$ cat config.mk
export PLATFORM = sky130hd
export DESIGN_NAME = i2c_cond_seq
export DESIGN_NICKNAME = d
export VERILOG_FILES = /design/src/rtl/i2c_cond_seq_pkg.sv /design/src/rtl/i2c_ctl_reg.sv /design/src/rtl/i2c_phase_track.sv /design/src/rtl/i2c_cond_fsm.sv /design/src/rtl/i2c_cond_seq.sv
export SDC_FILE = /design/constraint.sdc
export NUM_CORES = 1
export LEC_CHECK = 0
export BUFFER_PORTS_ARGS = -buffer_cell sky130_fd_sc_hd__buf_4
export CAP_MARGIN = 20
export CORE_MARGIN = 1.5
export CORE_UTILIZATION = 42
export DETAILED_ROUTE_END_ITERATION = 10
export PLACE_DENSITY = 0.72
export SYNTH_ARGS = -nofsm -noshare
export SYNTH_HDL_FRONTEND = slang
export SYNTH_SLANG_ARGS = --single-unit
export TNS_END_PERCENT = 10
$ cat constraint.sdc
create_clock -name clk -period 2.2 [get_ports clk]
set_input_delay 0.66 -clock clk [delete_from_list [all_inputs] [get_ports clk]]
set_output_delay 0.66 -clock clk [all_outputs]
set_load 0.01 [all_outputs]
$ cat src/rtl/i2c_cond_seq_pkg.sv
package i2c_cond_seq_pkg;

    localparam int CTL_W = 8;

    // Control register layout, most significant bit first
    typedef struct packed {
        logic en;
        logic start;
        logic stop;
        logic baud_ie;
        logic tx_ie;
        logic nak;
        logic flush;
        logic filt;
    } ctl_s;

    typedef enum logic [1:0] {
        COND_START   = 2'd0,
        COND_RESTART = 2'd1,
        COND_STOP    = 2'd2
    } cond_e;

    typedef enum logic [1:0] {
        SQ_IDLE,
        SQ_OWNED,
        SQ_ISSUE,
        SQ_WAIT
    } seq_state_e;

    function automatic cond_e start_kind(input logic owned);
        return owned ? COND_RESTART : COND_START;
    endfunction

endpackage

$ cat src/rtl/i2c_ctl_reg.sv
module i2c_ctl_reg
    import i2c_cond_seq_pkg::*;
(
    input  logic clk,
    input  logic rst,
    input  logic wr,
    input  ctl_s wdata,
    input  logic slave_active,
    input  logic nak_event,
    input  logic master,
    input  logic start_done,
    input  logic stop_done,
    output ctl_s ctl,
    output logic abort,
    output logic arb_lost
);

    ctl_s q, nxt;
    logic reject;

    assign abort = wr ? !wdata.en : !q.en;

    always_comb begin
        nxt    = q;
        reject = 1'b0;
        if (wr) begin
            nxt.en      = wdata.en;
            nxt.baud_ie = wdata.baud_ie;
            nxt.tx_ie   = wdata.tx_ie;
            nxt.flush   = wdata.flush;
            nxt.filt    = wdata.filt;
            if (wdata.start) begin
                if (!q.start && slave_active) reject    = 1'b1;
                else                          nxt.start = 1'b1;
            end
            if (wdata.stop) nxt.stop = 1'b1;
            if (wdata.nak)  nxt.nak  = 1'b1;
        end
        if (start_done) nxt.start = 1'b0;
        if (stop_done)  nxt.stop  = 1'b0;
        if (nak_event && master && !q.start && !q.stop) nxt.nak = 1'b1;
        if (wr && (wdata.start || wdata.stop)) nxt.nak = 1'b0;
        if (!nxt.en) begin
            nxt.start = 1'b0;
            nxt.stop  = 1'b0;
        end
    end

    always_ff @(posedge clk) begin
        if (rst) begin
            q        <= '0;
            arb_lost <= 1'b0;
        end else begin
            q        <= nxt;
            arb_lost <= reject;
        end
    end

    assign ctl = q;


    start_hold_chk: assert property (@(posedge clk) disable iff (rst)
        (q.start && !start_done && !abort) |=> q.start);


    stop_hold_chk: assert property (@(posedge clk) disable iff (rst)
        (q.stop && !stop_done && !abort) |=> q.stop);


    arb_refuse_chk: assert property (@(posedge clk) disable iff (rst)
        arb_lost |-> !q.start);

endmodule

$ cat src/rtl/i2c_phase_track.sv
module i2c_phase_track (
    input  logic clk,
    input  logic rst,
    input  logic abort,
    input  logic byte_active,
    input  logic byte_done,
    input  logic ack_done,
    output logic busy
);

    logic ack_pend;

    always_ff @(posedge clk) begin
        if (rst || abort)   ack_pend <= 1'b0;
        else if (byte_done) ack_pend <= 1'b1;
        else if (ack_done)  ack_pend <= 1'b0;
    end

    assign busy = byte_active || byte_done || ack_pend;

endmodule

$ cat src/rtl/i2c_cond_fsm.sv
module i2c_cond_fsm
    import i2c_cond_seq_pkg::*;
(
    input  logic  clk,
    input  logic  rst,
    input  logic  abort,
    input  logic  start_req,
    input  logic  stop_req,
    input  logic  has_data,
    input  logic  busy,
    input  logic  cmd_ready,
    input  logic  cond_done,
    output logic  cmd_valid,
    output cond_e cmd_kind,
    output logic  master,
    output logic  start_done,
    output logic  stop_done
);

    seq_state_e st, st_n;
    cond_e      kind_q, kind_n;
    logic       at_rest;

    assign at_rest = (st == SQ_IDLE) || (st == SQ_OWNED);

    always_comb begin
        st_n   = st;
        kind_n = kind_q;
        if (abort) begin
            st_n = SQ_IDLE;
        end else begin
            case (st)
                SQ_IDLE, SQ_OWNED: begin
                    if (stop_req && !busy) begin
                        st_n   = SQ_ISSUE;
                        kind_n = COND_STOP;
                    end else if (start_req && has_data && !busy) begin
                        st_n   = SQ_ISSUE;
                        kind_n = start_kind(st == SQ_OWNED);
                    end
                end
                SQ_ISSUE: if (cmd_ready) st_n = SQ_WAIT;
                SQ_WAIT: begin
                    if (cond_done)
                        st_n = (kind_q == COND_STOP) ? SQ_IDLE : SQ_OWNED;
                end
                default: st_n = SQ_IDLE;
            endcase
        end
    end

    always_ff @(posedge clk) begin
        if (rst) begin
            st     <= SQ_IDLE;
            kind_q <= COND_START;
        end else begin
            st     <= st_n;
            kind_q <= kind_n;
        end
    end

    assign cmd_valid  = (st == SQ_ISSUE);
    assign cmd_kind   = kind_q;
    assign master     = (st == SQ_OWNED);
    assign start_done = (st == SQ_WAIT) && cond_done && (kind_q != COND_STOP);
    assign stop_done  = (st == SQ_WAIT) && cond_done && (kind_q == COND_STOP);


    offer_hold_chk: assert property (@(posedge clk) disable iff (rst)
        (cmd_valid && !cmd_ready && !abort) |=> (cmd_valid && $stable(cmd_kind)));


    no_offer_in_byte_chk: assert property (@(posedge clk) disable iff (rst)
        $rose(cmd_valid) |-> $past(!busy));


    single_flight_chk: assert property (@(posedge clk) disable iff (rst)
        (at_rest == 1'b0 && !cmd_valid && !cond_done && !abort) |=> !cmd_valid);

endmodule

$ cat src/rtl/i2c_cond_seq.sv
module i2c_cond_seq
    import i2c_cond_seq_pkg::*;
(
    input  logic             clk,
    input  logic             rst,
    input  logic             ctl_wr,
    input  logic [CTL_W-1:0] ctl_wdata,
    output logic [CTL_W-1:0] ctl_q,
    input  logic             tx_hold_full,
    input  logic             shift_full,
    input  logic             slave_active,
    input  logic             byte_active,
    input  logic             byte_done,
    input  logic             ack_done,
    input  logic             nak_event,
    output logic             cmd_valid,
    output logic [1:0]       cmd_kind,
    input  logic             cmd_ready,
    input  logic             cond_done,
    output logic             arb_lost
);

    ctl_s  ctl;
    cond_e kind;
    logic  abort, busy, master, start_done, stop_done;

    i2c_ctl_reg u_reg (
        .clk          (clk),
        .rst          (rst),
        .wr           (ctl_wr),
        .wdata        (ctl_s'(ctl_wdata)),
        .slave_active (slave_active),
        .nak_event    (nak_event),
        .master       (master),
        .start_done   (start_done),
        .stop_done    (stop_done),
        .ctl          (ctl),
        .abort        (abort),
        .arb_lost     (arb_lost)
    );

    i2c_phase_track u_phase (
        .clk         (clk),
        .rst         (rst),
        .abort       (abort),
        .byte_active (byte_active),
        .byte_done   (byte_done),
        .ack_done    (ack_done),
        .busy        (busy)
    );

    i2c_cond_fsm u_fsm (
        .clk        (clk),
        .rst        (rst),
        .abort      (abort),
        .start_req  (ctl.start),
        .stop_req   (ctl.stop),
        .has_data   (tx_hold_full || shift_full),
        .busy       (busy),
        .cmd_ready  (cmd_ready),
        .cond_done  (cond_done),
        .cmd_valid  (cmd_valid),
        .cmd_kind   (kind),
        .master     (master),
        .start_done (start_done),
        .stop_done  (stop_done)
    );

    assign ctl_q    = ctl;
    assign cmd_kind = kind;


    stop_backed_chk: assert property (@(posedge clk) disable iff (rst)
        (cmd_valid && kind == COND_STOP) |-> ctl.stop);


    start_backed_chk: assert property (@(posedge clk) disable iff (rst)
        (cmd_valid && kind != COND_STOP) |-> ctl.start);


    enabled_offer_chk: assert property (@(posedge clk) disable iff (rst)
        cmd_valid |-> ctl.en);

endmodule

# Word-level counts from Yosys, hierarchy flattened
# Index checks and enable logic that the tools add are counted.
# classes
n_eq_ne,8
n_reduce_logical,37
mux,19
bitwise,5
# op_table
operator,count
$mux W2,6
$logic_and A1 B1 Y1,11
$mux W1,11
$reduce_and A3 Y1,3
$reduce_or A3 Y1,3
$mux W8,1
$reduce_bool A2 Y1,4
$eq A2 B2 Y1 const B,3
$pmux W2 S3,1
$reduce_or A2 Y1,3
$logic_not A1 Y1,5
$logic_or A1 B1 Y1,5
$not A1 Y1,5
$ne A2 B2 Y1 const B,2
$reduce_and A2 Y1,2
$ne A3 B1 Y1 const B,1
$eq A2 B1 Y1 const B,1
$logic_not A2 Y1,1
$ne A2 B1 Y1 const B,1
# totals
reg_bits,14
output_inout_bits,12
in_bits,20

# Logic depth before layout (Yosys ltp)
# Gate-level depths: netlist of the first run.
# logic_depth
depth_word,7
depth_mapped,6
mapped_depth_nobuf,5

# By module
# From an unflattened synthesis of the first run, not the netlist that was laid out.
# hier_totals
hier_cells,67
hier_area_um2,660.6
# modules_own_cells
mod,seq_area_each_um2,instances,area_per_inst_um2,cells_per_inst
i2c_ctl_reg,180.2,1,361.6,32
i2c_cond_fsm,80.1,1,249.0,29
i2c_phase_track,20.0,1,43.8,5
i2c_cond_seq,0.0,1,6.3,1

# Worst setup path after synthesis of the first run
# No wires, ideal clock.
# synth_path
kind,input-to-reg
start,input byte_done
end,register u_fsm.kind_q[0] (netlist: u_fsm.cmd_kind[0])
t_arrival_ps,1861
setup_slack_ps,273
path_stages,4
cell_sequence,or3_4 > or3_1 > or3_1 > a21oi_2
# synth_between
elab_chain_cells,6
elab_cells_between_ends,8
# synth_lines
element,line,text
start: declaration,i2c_cond_seq.sv:13,"input logic byte_done,"
$logic_or A1 B1 Y1 * (2 in a row),i2c_phase_track.sv:19,assign busy = byte_active || byte_done || ack_pend;
$logic_not A1 Y1 *,"i2c_cond_fsm.sv:34, i2c_cond_fsm.sv:37",
"$logic_and A1 B1 Y1, on equally long branches","i2c_cond_fsm.sv:37, i2c_cond_fsm.sv:34",
$reduce_bool A2 Y1 (no source line),n/a,
$reduce_and A3 Y1 (no source line),n/a,
end signal: assignment,i2c_cond_fsm.sv:58,kind_q <= kind_n;
end: declaration,i2c_cond_fsm.sv:21,"cond_e kind_q, kind_n;"
# Every way passes the cells marked *; elsewhere a longest branch is shown, timed or not.
# A chain may end at the register's enable or synchronous reset.

# Worst setup path in the final report of the first run
# Same ends and word-level chain as after synthesis.

==> impl_results.html, run 1 <==
<table>
<tr><th>Metric</th><th>Value</th></tr>
<tr><th colspan="2">Logic synthesis</th></tr>
<tr><td>Most numerous cell in the Yosys netlist</td><td>sky130_fd_sc_hd__dfxtp_1</td></tr>
<tr><td>Most area-hungry cell type in the Yosys netlist</td><td>sky130_fd_sc_hd__dfxtp_1</td></tr>
<tr><td>Count of flip-flops with a built-in enable after synthesis</td><td>0</td></tr>
<tr><td>Cell area after synthesis</td><td>623 µm²</td></tr>
<tr><td>Biggest area contributors in the synthesized netlist</td><td>sky130_fd_sc_hd__dfxtp_1 (45%), sky130_fd_sc_hd__mux2i_1 (9.6%), sky130_fd_sc_hd__nor2_1 (6.0%), sky130_fd_sc_hd__a2111o_1 (3.6%), sky130_fd_sc_hd__a21oi_1 (3.2%)</td></tr>
<tr><td>Number of synthesized register bits</td><td>14</td></tr>
<tr><td>Post-Syn Area per Cell</td><td>9.03 µm²</td></tr>
<tr><td>Synthesized Nets</td><td>89</td></tr>
<tr><td>Area share of the leading cell type in the synthesized netlist</td><td>45.0%</td></tr>
<tr><td>Async set or reset register ratio after synthesis</td><td>0%</td></tr>
<tr><td>Proportion of synthesized chip area in sequential cells</td><td>45.0%</td></tr>
<tr><td>Count of cell types in the netlist</td><td>26</td></tr>
<tr><td>List of most frequent post-synthesis cells</td><td>sky130_fd_sc_hd__dfxtp_1 (14), sky130_fd_sc_hd__nor2_1 (10), sky130_fd_sc_hd__mux2i_1 (6)</td></tr>
<tr><td>Most common flop cell mapped by yosys</td><td>sky130_fd_sc_hd__dfxtp_1</td></tr>
<tr><td>Synthesized instance count</td><td>69</td></tr>
<tr><td>Syn. warnings</td><td>0</td></tr>
<tr><th colspan="2">Routing</th></tr>
<tr><td>DRC violation count after routing</td><td>0</td></tr>
<tr><td>Starting DRT DRC Count</td><td>12</td></tr>
<tr><td>Final WL</td><td>1460 µm</td></tr>
<tr><td>Avg Vias per Cell</td><td>5.12</td></tr>
<tr><td>Post-route antenna net violation count</td><td>0</td></tr>
<tr><td>Average routed wire per standard cell</td><td>12.7 µm</td></tr>
<tr><td>Total via count after detailed routing</td><td>589</td></tr>
<tr><td>Total iterations of the first detailed-routing run</td><td>4</td></tr>
<tr><th colspan="2">Clock network</th></tr>
<tr><td>CTS tree</td><td>done</td></tr>
<tr><td>Latest clock arrival within the worst-skew pair</td><td>0.29 ns</td></tr>
<tr><td>Buffers inserted by post-CTS timing repair</td><td>0</td></tr>
<tr><td>Count of hold buffers inserted by post-cts repair</td><td>0</td></tr>
<tr><td>Depth of the CTS H-tree</td><td>1</td></tr>
<tr><td>Clock Sink Count</td><td>14</td></tr>
<tr><td>Cell at the root of the clock tree</td><td>sky130_fd_sc_hd__clkbuf_4</td></tr>
<tr><td>Number of buffers added by the clock tree synthesis step</td><td>3</td></tr>
<tr><td>Post-CTS clock slew at the launch and capture registers of the worst setup and hold paths</td><td>0.08 ns</td></tr>
<tr><td>Cts repair resizes</td><td>0</td></tr>
<tr><td>Deepest clock path buffer count</td><td>2</td></tr>
<tr><th colspan="2">Setup path</th></tr>
<tr><td>Worst Path Max Fanout</td><td>3</td></tr>
<tr><td>Critical path depth</td><td>5</td></tr>
<tr><td>CP Cell Sequence</td><td>buf_4 -&gt; or3_4 -&gt; or3_1 -&gt; or3_1 -&gt; a21oi_2</td></tr>
<tr><td>Worst reg-to-reg path cell count</td><td>4</td></tr>
<tr><td>Slowest-stage cell, CP</td><td>sky130_fd_sc_hd__or3_1</td></tr>
<tr><td>Required time at the endpoint of the critical path</td><td>2.43 ns</td></tr>
<tr><td>Crit path top cell by count</td><td>sky130_fd_sc_hd__or3_1</td></tr>
<tr><td>Start-to-end type of the worst setup path</td><td>input pin to flop</td></tr>
<tr><td>Total buffers and inverters traversed by the critical path</td><td>1</td></tr>
<tr><td>Family of cells with the greatest summed delay on the critical path</td><td>simple AND/OR/NAND/NOR gates</td></tr>
<tr><td>Kind of start point of the critical path</td><td>input pin</td></tr>
<tr><td>Worst Setup End Kind</td><td>flop</td></tr>
<tr><td>Worst path max stage delay</td><td>0.38 ns</td></tr>
<tr><td>Critical Path AT</td><td>2.01 ns</td></tr>
<tr><th colspan="2">STA</th></tr>
<tr><td>Accumulated negative setup slack</td><td>0 ns</td></tr>
<tr><td>Setup repair after global routing missed its margin</td><td>no</td></tr>
<tr><td>Minimum clock period</td><td>1.78 ns</td></tr>
<tr><td>Max Clock Skew</td><td>0.00605 ns</td></tr>
<tr><td>Actual slew at the worst max-slew pin</td><td>0.437 ns</td></tr>
<tr><td>Hold violation count in the final report</td><td>0</td></tr>
<tr><td>Final-report setup violation count</td><td>0</td></tr>
<tr><td>Post-route worst setup slack</td><td>0.419 ns</td></tr>
<tr><td>Max_slew headroom</td><td>70.6%</td></tr>
<tr><td>Peak clock frequency supported by timing</td><td>562 MHz</td></tr>
<tr><td>Slew Viols, Final</td><td>0</td></tr>
<tr><td>Final period util</td><td>80.9%</td></tr>
<tr><th colspan="2">Finish</th></tr>
<tr><td>Antenna diodes</td><td>0</td></tr>
<tr><td>Number of nets at the end of the flow</td><td>121</td></tr>
<tr><td>Fill cells</td><td>117</td></tr>
<tr><td>Fraction of final layout cells with drive strength greater than 1</td><td>40.0%</td></tr>
<tr><td>Area growth from synthesis to layout</td><td>42.2%</td></tr>
<tr><th colspan="2">Flow run</th></tr>
<tr><td>Number of maximum-capacitance violations</td><td>0</td></tr>
<tr><th colspan="2">Place</th></tr>
<tr><td>Worst slack, placed</td><td>0.125 ns</td></tr>
<tr><td>Detailed-placement wirelength estimate</td><td>1130 µm</td></tr>
<tr><td>Routability congestion estimate from global placement</td><td>0.752</td></tr>
<tr><td>Count of input and output buffers</td><td>31</td></tr>
<tr><th colspan="2">Global routing</th></tr>
<tr><td>Initial antenna violation count</td><td>0</td></tr>
<tr><td>Met3 track demand over resource</td><td>7.39%</td></tr>
<tr><td>Maximum number of pins on one net before global-route repair</td><td>10</td></tr>
<tr><td>GR Layer Usage met2</td><td>31.3%</td></tr>
<tr><td>Overall fraction of global-route tracks in use</td><td>18.2%</td></tr>
<tr><td>Vias in the first global route</td><td>573</td></tr>
<tr><td>Busiest metal layer after global routing</td><td>met2</td></tr>
<tr><td>Wire length of the first global-routing pass</td><td>2430 µm</td></tr>
<tr><td>Met1 global-route usage</td><td>20.4%</td></tr>
<tr><td>GRT Residual Overflow</td><td>0</td></tr>
<tr><th colspan="2">Worst hold path</th></tr>
<tr><td>Worst Hold Class</td><td>flop to flop</td></tr>
<tr><td>Number of cells on the worst hold path</td><td>2</td></tr>
<tr><th colspan="2">Floorplanning</th></tr>
<tr><td>Core region area</td><td>0.00133 mm²</td></tr>
<tr><td>I/O pins</td><td>32</td></tr>
<tr><td>Starting density of the core</td><td>46.7%</td></tr>
<tr><td>Number of standard-cell rows in the floorplan</td><td>13</td></tr>
<tr><td>Overall die area</td><td>0.00172 mm²</td></tr>
<tr><td>Die X</td><td>41.5 µm</td></tr>
<tr><td>Height of the chip</td><td>41.5 µm</td></tr>
<tr><th colspan="2">Run status</th></tr>
<tr><td>Status</td><td>finished, final reports clean</td></tr>
<tr><th colspan="2">Power and ir drop</th></tr>
<tr><td>Power per cell area</td><td>590 mW/mm²</td></tr>
<tr><td>Worst-case vdd ir drop</td><td>0.000463 V</td></tr>
<tr><td>Leakage power</td><td>0.394 nW</td></tr>
</table>
[layer usage]
| metal | share of wire (%) | wire (µm) | vias to the layer above |
|---|---|---|---|
| li1 | - | - | 301 |
| met3 | 5.9 | 86 | 5 |
| met2 | 49 | 718 | 19 |
| met1 | 44 | 639 | 264 |
| met5 | 0 | 0 | - |
| met4 | 1.2 | 18 | 0 |
[worst min-delay path: stages, from the launching register on]
cell                      delay, ns
sky130_fd_sc_hd__dfxtp_1       0.33
sky130_fd_sc_hd__a21oi_1       0.06
sky130_fd_sc_hd__nor2_1        0.07
[area by class of cell]
type	count	area, µm²	area share, %
Clock buffer	4	36.3	4.10
Inverter	4	15.0	1.69
Multi-Input combinational cell	47	303	34.2
Sequential cell	14	280	31.6
Tap cell	15	18.8	2.12
Timing Repair Buffer	31	233	26.3
[registers in the layout, indices dropped and copies added (netlist names)]
register          count
u_reg.arb_lost        1
u_fsm.st              2
u_phase.ack_pend      1
u_reg.ctl             8
u_fsm.cmd_kind        2
[power by group]
group / total, mW / switching (mW) / internal [mW]
Combinational: 0.0717 / 0.0285 / 0.0432
Sequential: 0.267 / 0.00497 / 0.262
Clock: 0.185 / 0.0836 / 0.101
[cells by family after synthesis]
logic type	after synthesis	synth area share (%)
and+or+nand+nor	27	23.3
AOI/OAI and AO/OA	14	15.7
DFF	14	45.0
buffers and inverters	8	6.42
muxes	6	9.64
[path summary, 6_finish.rpt]
check                         from                 to  slack (ns)
setup reg to reg  u_phase.ack_pend  u_fsm.cmd_kind[0]        0.57
hold reg to reg   u_phase.ack_pend   u_phase.ack_pend        0.50
hold / removal    u_phase.ack_pend   u_phase.ack_pend        0.50
setup / recovery         byte_done  u_fsm.cmd_kind[0]        0.42
[cell usage in the layout, fill, tap and decap left out, types with 2 or more instances in the layout]
cell                       count
sky130_fd_sc_hd__buf_4        31
sky130_fd_sc_hd__dfxtp_1      14
sky130_fd_sc_hd__nor2_1       10
sky130_fd_sc_hd__mux2i_1       6
sky130_fd_sc_hd__inv_1         4
sky130_fd_sc_hd__a21oi_1       4
sky130_fd_sc_hd__o21ai_0       3
sky130_fd_sc_hd__nand2_1       3
sky130_fd_sc_hd__clkbuf_4      3
sky130_fd_sc_hd__or3_1         2
sky130_fd_sc_hd__or2_2         2
sky130_fd_sc_hd__nor4b_1       2
sky130_fd_sc_hd__nor3_1        2
sky130_fd_sc_hd__a2111o_1      2
[per-stage QoR]
step / utilization [%] / cells / total power [mW] / hold WS, ns / cell area [µm²]
2_1_floorplan: - / 69 / 0.304 / 0.453 / 623
3_3_place_gp: 63.7 / 111 / 0.343 / 0.474 / 850
3_5_place_dp: 63.7 / 111 / 0.345 / 0.487 / 850
4_1_cts: 66.4 / 115 / 0.527 / 0.506 / 886
5_1_grt: 66.4 / 115 / 0.545 / 0.540 / 886
6_report: 66.4 / 115 / 0.523 / 0.501 / 886
Power figures use the tool's default switching activity.
==> inputs of run 2 (changes only) <==
==> constraint.sdc (replaced) <==
create_clock -name clk -period 1.7 [get_ports clk]
set_input_delay 0.51 -clock clk [delete_from_list [all_inputs] [get_ports clk]]
set_output_delay 0.51 -clock clk [all_outputs]
set_load 0.01 [all_outputs]
==> run 2 against run 1 <==
Against the previous run:
- critical path depth shrank 1
- worst setup slack got worse by 0.30 ns
- global-route usage grew 1.1 points
- design area increased by 1.7%
- first-iteration DRC count down 17%
- flip-flop and latch count did not move
- die area unchanged
- sequential power increased by 29%
- clock skew decreased by 0.0034 ns
- sequential share of layout area decreased by 0.53 points
- power increased by 31%
- critical endpoint unchanged
- highest routed layer unchanged
==> impl_results.html, run 2 (synthesis gave the netlist of run 1 again) <==
<table>
<tr><th>Metric</th><th>Value</th></tr>
<tr><th colspan="2">Routing</th></tr>
<tr><td>Avg Vias per Cell</td><td>5.20</td></tr>
<tr><td>Met3 layer wire length in the routed design</td><td>70 µm</td></tr>
<tr><td>Routed met2 length</td><td>749 µm</td></tr>
<tr><td>Total iterations of the first detailed-routing run</td><td>4</td></tr>
<tr><td>Total via count after detailed routing</td><td>608</td></tr>
<tr><td>Uppermost layer routed</td><td>met4</td></tr>
<tr><td>Starting DRT DRC Count</td><td>10</td></tr>
<tr><td>DRC violation count after routing</td><td>0</td></tr>
<tr><td>Final WL</td><td>1510 µm</td></tr>
<tr><td>WL met1</td><td>633 µm</td></tr>
<tr><td>Average routed wire per standard cell</td><td>12.9 µm</td></tr>
<tr><td>Post-route antenna net violation count</td><td>0</td></tr>
<tr><th colspan="2">Floorplanning</th></tr>
<tr><td>Die X</td><td>41.5 µm</td></tr>
<tr><td>Overall die area</td><td>0.00172 mm²</td></tr>
<tr><td>I/O pins</td><td>32</td></tr>
<tr><td>Height of the chip</td><td>41.5 µm</td></tr>
<tr><td>Core region area</td><td>0.00133 mm²</td></tr>
<tr><td>Number of standard-cell rows in the floorplan</td><td>13</td></tr>
<tr><td>Starting density of the core</td><td>46.7%</td></tr>
<tr><th colspan="2">Power and ir drop</th></tr>
<tr><td>Worst-case vdd ir drop</td><td>0.000589 V</td></tr>
<tr><td>Power consumption</td><td>0.684 mW</td></tr>
<tr><td>Internal power contribution</td><td>0.529 mW</td></tr>
<tr><td>Switching Fraction</td><td>22.7%</td></tr>
<tr><td>Power per cell area</td><td>759 mW/mm²</td></tr>
<tr><td>Clock network fraction of total power</td><td>35.3%</td></tr>
<tr><td>Net Switching</td><td>0.155 mW</td></tr>
<tr><td>Flop pwr share</td><td>50.4%</td></tr>
<tr><td>Leakage power</td><td>0.404 nW</td></tr>
<tr><td>Combinational Power Share</td><td>14.2%</td></tr>
<tr><th colspan="2">Finish</th></tr>
<tr><td>Most frequent standard cell in the layout excluding fill and tap cells</td><td>sky130_fd_sc_hd__buf_4</td></tr>
<tr><td>Flip-flop count of the largest register after layout</td><td>8</td></tr>
<tr><td>Antenna diodes</td><td>0</td></tr>
<tr><td>Fill cells</td><td>123</td></tr>
<tr><td>Area growth from synthesis to layout</td><td>44.6%</td></tr>
<tr><td>Fraction of final layout cells with drive strength greater than 1</td><td>41.2%</td></tr>
<tr><td>Leading cell types in the layout, fill and taps excluded</td><td>sky130_fd_sc_hd__buf_4 (33), sky130_fd_sc_hd__dfxtp_1 (14), sky130_fd_sc_hd__nor2_1 (10), sky130_fd_sc_hd__mux2i_1 (6)</td></tr>
<tr><td>Number of nets at the end of the flow</td><td>123</td></tr>
<tr><th colspan="2">Clock network</th></tr>
<tr><td>Deepest clock path buffer count</td><td>2</td></tr>
<tr><td>Clock Sink Count</td><td>14</td></tr>
<tr><td>CTS tree</td><td>done</td></tr>
<tr><td>Post-CTS clock slew at the launch and capture registers of the worst setup and hold paths</td><td>0.09 ns</td></tr>
<tr><td>Cts repair resizes</td><td>0</td></tr>
<tr><td>Buffers inserted by post-CTS timing repair</td><td>0</td></tr>
<tr><td>Count of hold buffers inserted by post-cts repair</td><td>0</td></tr>
<tr><td>Depth of the CTS H-tree</td><td>1</td></tr>
<tr><td>Latest clock arrival within the worst-skew pair</td><td>0.28 ns</td></tr>
<tr><td>Number of buffers added by the clock tree synthesis step</td><td>3</td></tr>
<tr><td>Cell at the root of the clock tree</td><td>sky130_fd_sc_hd__clkbuf_4</td></tr>
<tr><th colspan="2">Place</th></tr>
<tr><td>Detailed-placement wirelength estimate</td><td>1230 µm</td></tr>
<tr><td>Routability congestion estimate from global placement</td><td>0.772</td></tr>
<tr><td>Count of input and output buffers</td><td>31</td></tr>
<tr><th colspan="2">STA</th></tr>
<tr><td>Slew Viols, Final</td><td>0</td></tr>
<tr><td>Hold violation count in the final report</td><td>0</td></tr>
<tr><td>Setup repair after global routing missed its margin</td><td>no</td></tr>
<tr><td>Peak clock frequency supported by timing</td><td>633 MHz</td></tr>
<tr><td>Final-report setup violation count</td><td>0</td></tr>
<tr><td>Actual slew at the worst max-slew pin</td><td>0.450 ns</td></tr>
<tr><td>Minimum clock period</td><td>1.58 ns</td></tr>
<tr><td>Final period util</td><td>93.0%</td></tr>
<tr><td>Max Clock Skew</td><td>0.00263 ns</td></tr>
<tr><td>Max_slew headroom</td><td>69.7%</td></tr>
<tr><td>Accumulated negative setup slack</td><td>0 ns</td></tr>
<tr><th colspan="2">Setup path</th></tr>
<tr><td>Critical Path AT</td><td>1.81 ns</td></tr>
<tr><td>Start-to-end type of the worst setup path</td><td>flop to flop</td></tr>
<tr><td>Required time at the endpoint of the critical path</td><td>1.93 ns</td></tr>
<tr><td>Worst Path Max Fanout</td><td>3</td></tr>
<tr><td>Kind of start point of the critical path</td><td>flop</td></tr>
<tr><td>Worst Setup End Kind</td><td>flop</td></tr>
<tr><th colspan="2">Global routing</th></tr>
<tr><td>Overall fraction of global-route tracks in use</td><td>19.3%</td></tr>
<tr><td>Vias in the first global route</td><td>587</td></tr>
<tr><td>Initial antenna violation count</td><td>0</td></tr>
<tr><td>Wire length of the first global-routing pass</td><td>2460 µm</td></tr>
<tr><td>GRT Residual Overflow</td><td>0</td></tr>
<tr><td>Maximum number of pins on one net before global-route repair</td><td>10</td></tr>
<tr><th colspan="2">Worst hold path</th></tr>
<tr><td>Worst Hold Class</td><td>input pin to flop</td></tr>
<tr><th colspan="2">Flow run</th></tr>
<tr><td>Number of maximum-capacitance violations</td><td>0</td></tr>
<tr><th colspan="2">Run status</th></tr>
<tr><td>Status</td><td>finished, final reports clean</td></tr>
</table>
run 2: worst paths after layout:
check	startpoint	endpoint	slack (ns)	cells after the start
worst min-delay path	byte_done	u_phase.ack_pend	0.44	3
worst max-delay path	u_phase.ack_pend	u_fsm.cmd_kind[0]	0.12	4
worst max register to register	u_phase.ack_pend	u_fsm.cmd_kind[0]	0.12	4
worst min register to register	u_phase.ack_pend	u_phase.ack_pend	0.50	2
run 2: power by group through the flow:
stage | logic, mW | clock network [mW] | registers [mW]
finish | 0.0972 | 0.242 | 0.345
global route | 0.105 | 0.259 | 0.346
CTS | 0.0984 | 0.251 | 0.345
detailed placement | 0.0982 | 0 | 0.353
global placement | 0.0967 | 0 | 0.352
floorplan | 0.0367 | 0 | 0.356
run 2: through the flow:
| step | hold WS (ns) | area, µm² | worst slack [ns] | cells | utilization [%] |
|---|---|---|---|---|---|
| floorplan | 0.453 | 623 | 0.00197 | 69 | - |
| global placement | 0.472 | 865 | -0.130 | 113 | 64.8 |
| detailed placement | 0.483 | 865 | -0.165 | 113 | 64.8 |
| CTS | 0.440 | 901 | 0.118 | 117 | 67.5 |
| global route | 0.455 | 901 | 0.0203 | 117 | 67.5 |
| finish | 0.440 | 901 | 0.119 | 117 | 67.5 |
run 2: worst max-delay path, stage by stage, from the launching register on:
cell and delay (ns):
sky130_fd_sc_hd__dfxtp_1 0.32, sky130_fd_sc_hd__or3_4 0.39, sky130_fd_sc_hd__or3_1 0.34, sky130_fd_sc_hd__or3_1 0.34
sky130_fd_sc_hd__a21oi_2 0.14
run 2: routing by layer:
metal / track usage [%] / vias to the layer above
li1: - / 307
met1: 21.0 / 280
met2: 33.1 / 17
met3: 2.61 / 4
met4: 15.5 / 0
met5: 0 / -
run 2: cell type report:
cell class / instances / area, µm² / area share (%)
multi-input cells: 47 / 303 / 33.6
flip-flops and latches: 14 / 280 / 31.1
repair buffers: 33 / 248 / 27.5
clock buffers: 4 / 36.3 / 4.03
well taps: 15 / 18.8 / 2.08
inverters: 4 / 15.0 / 1.67
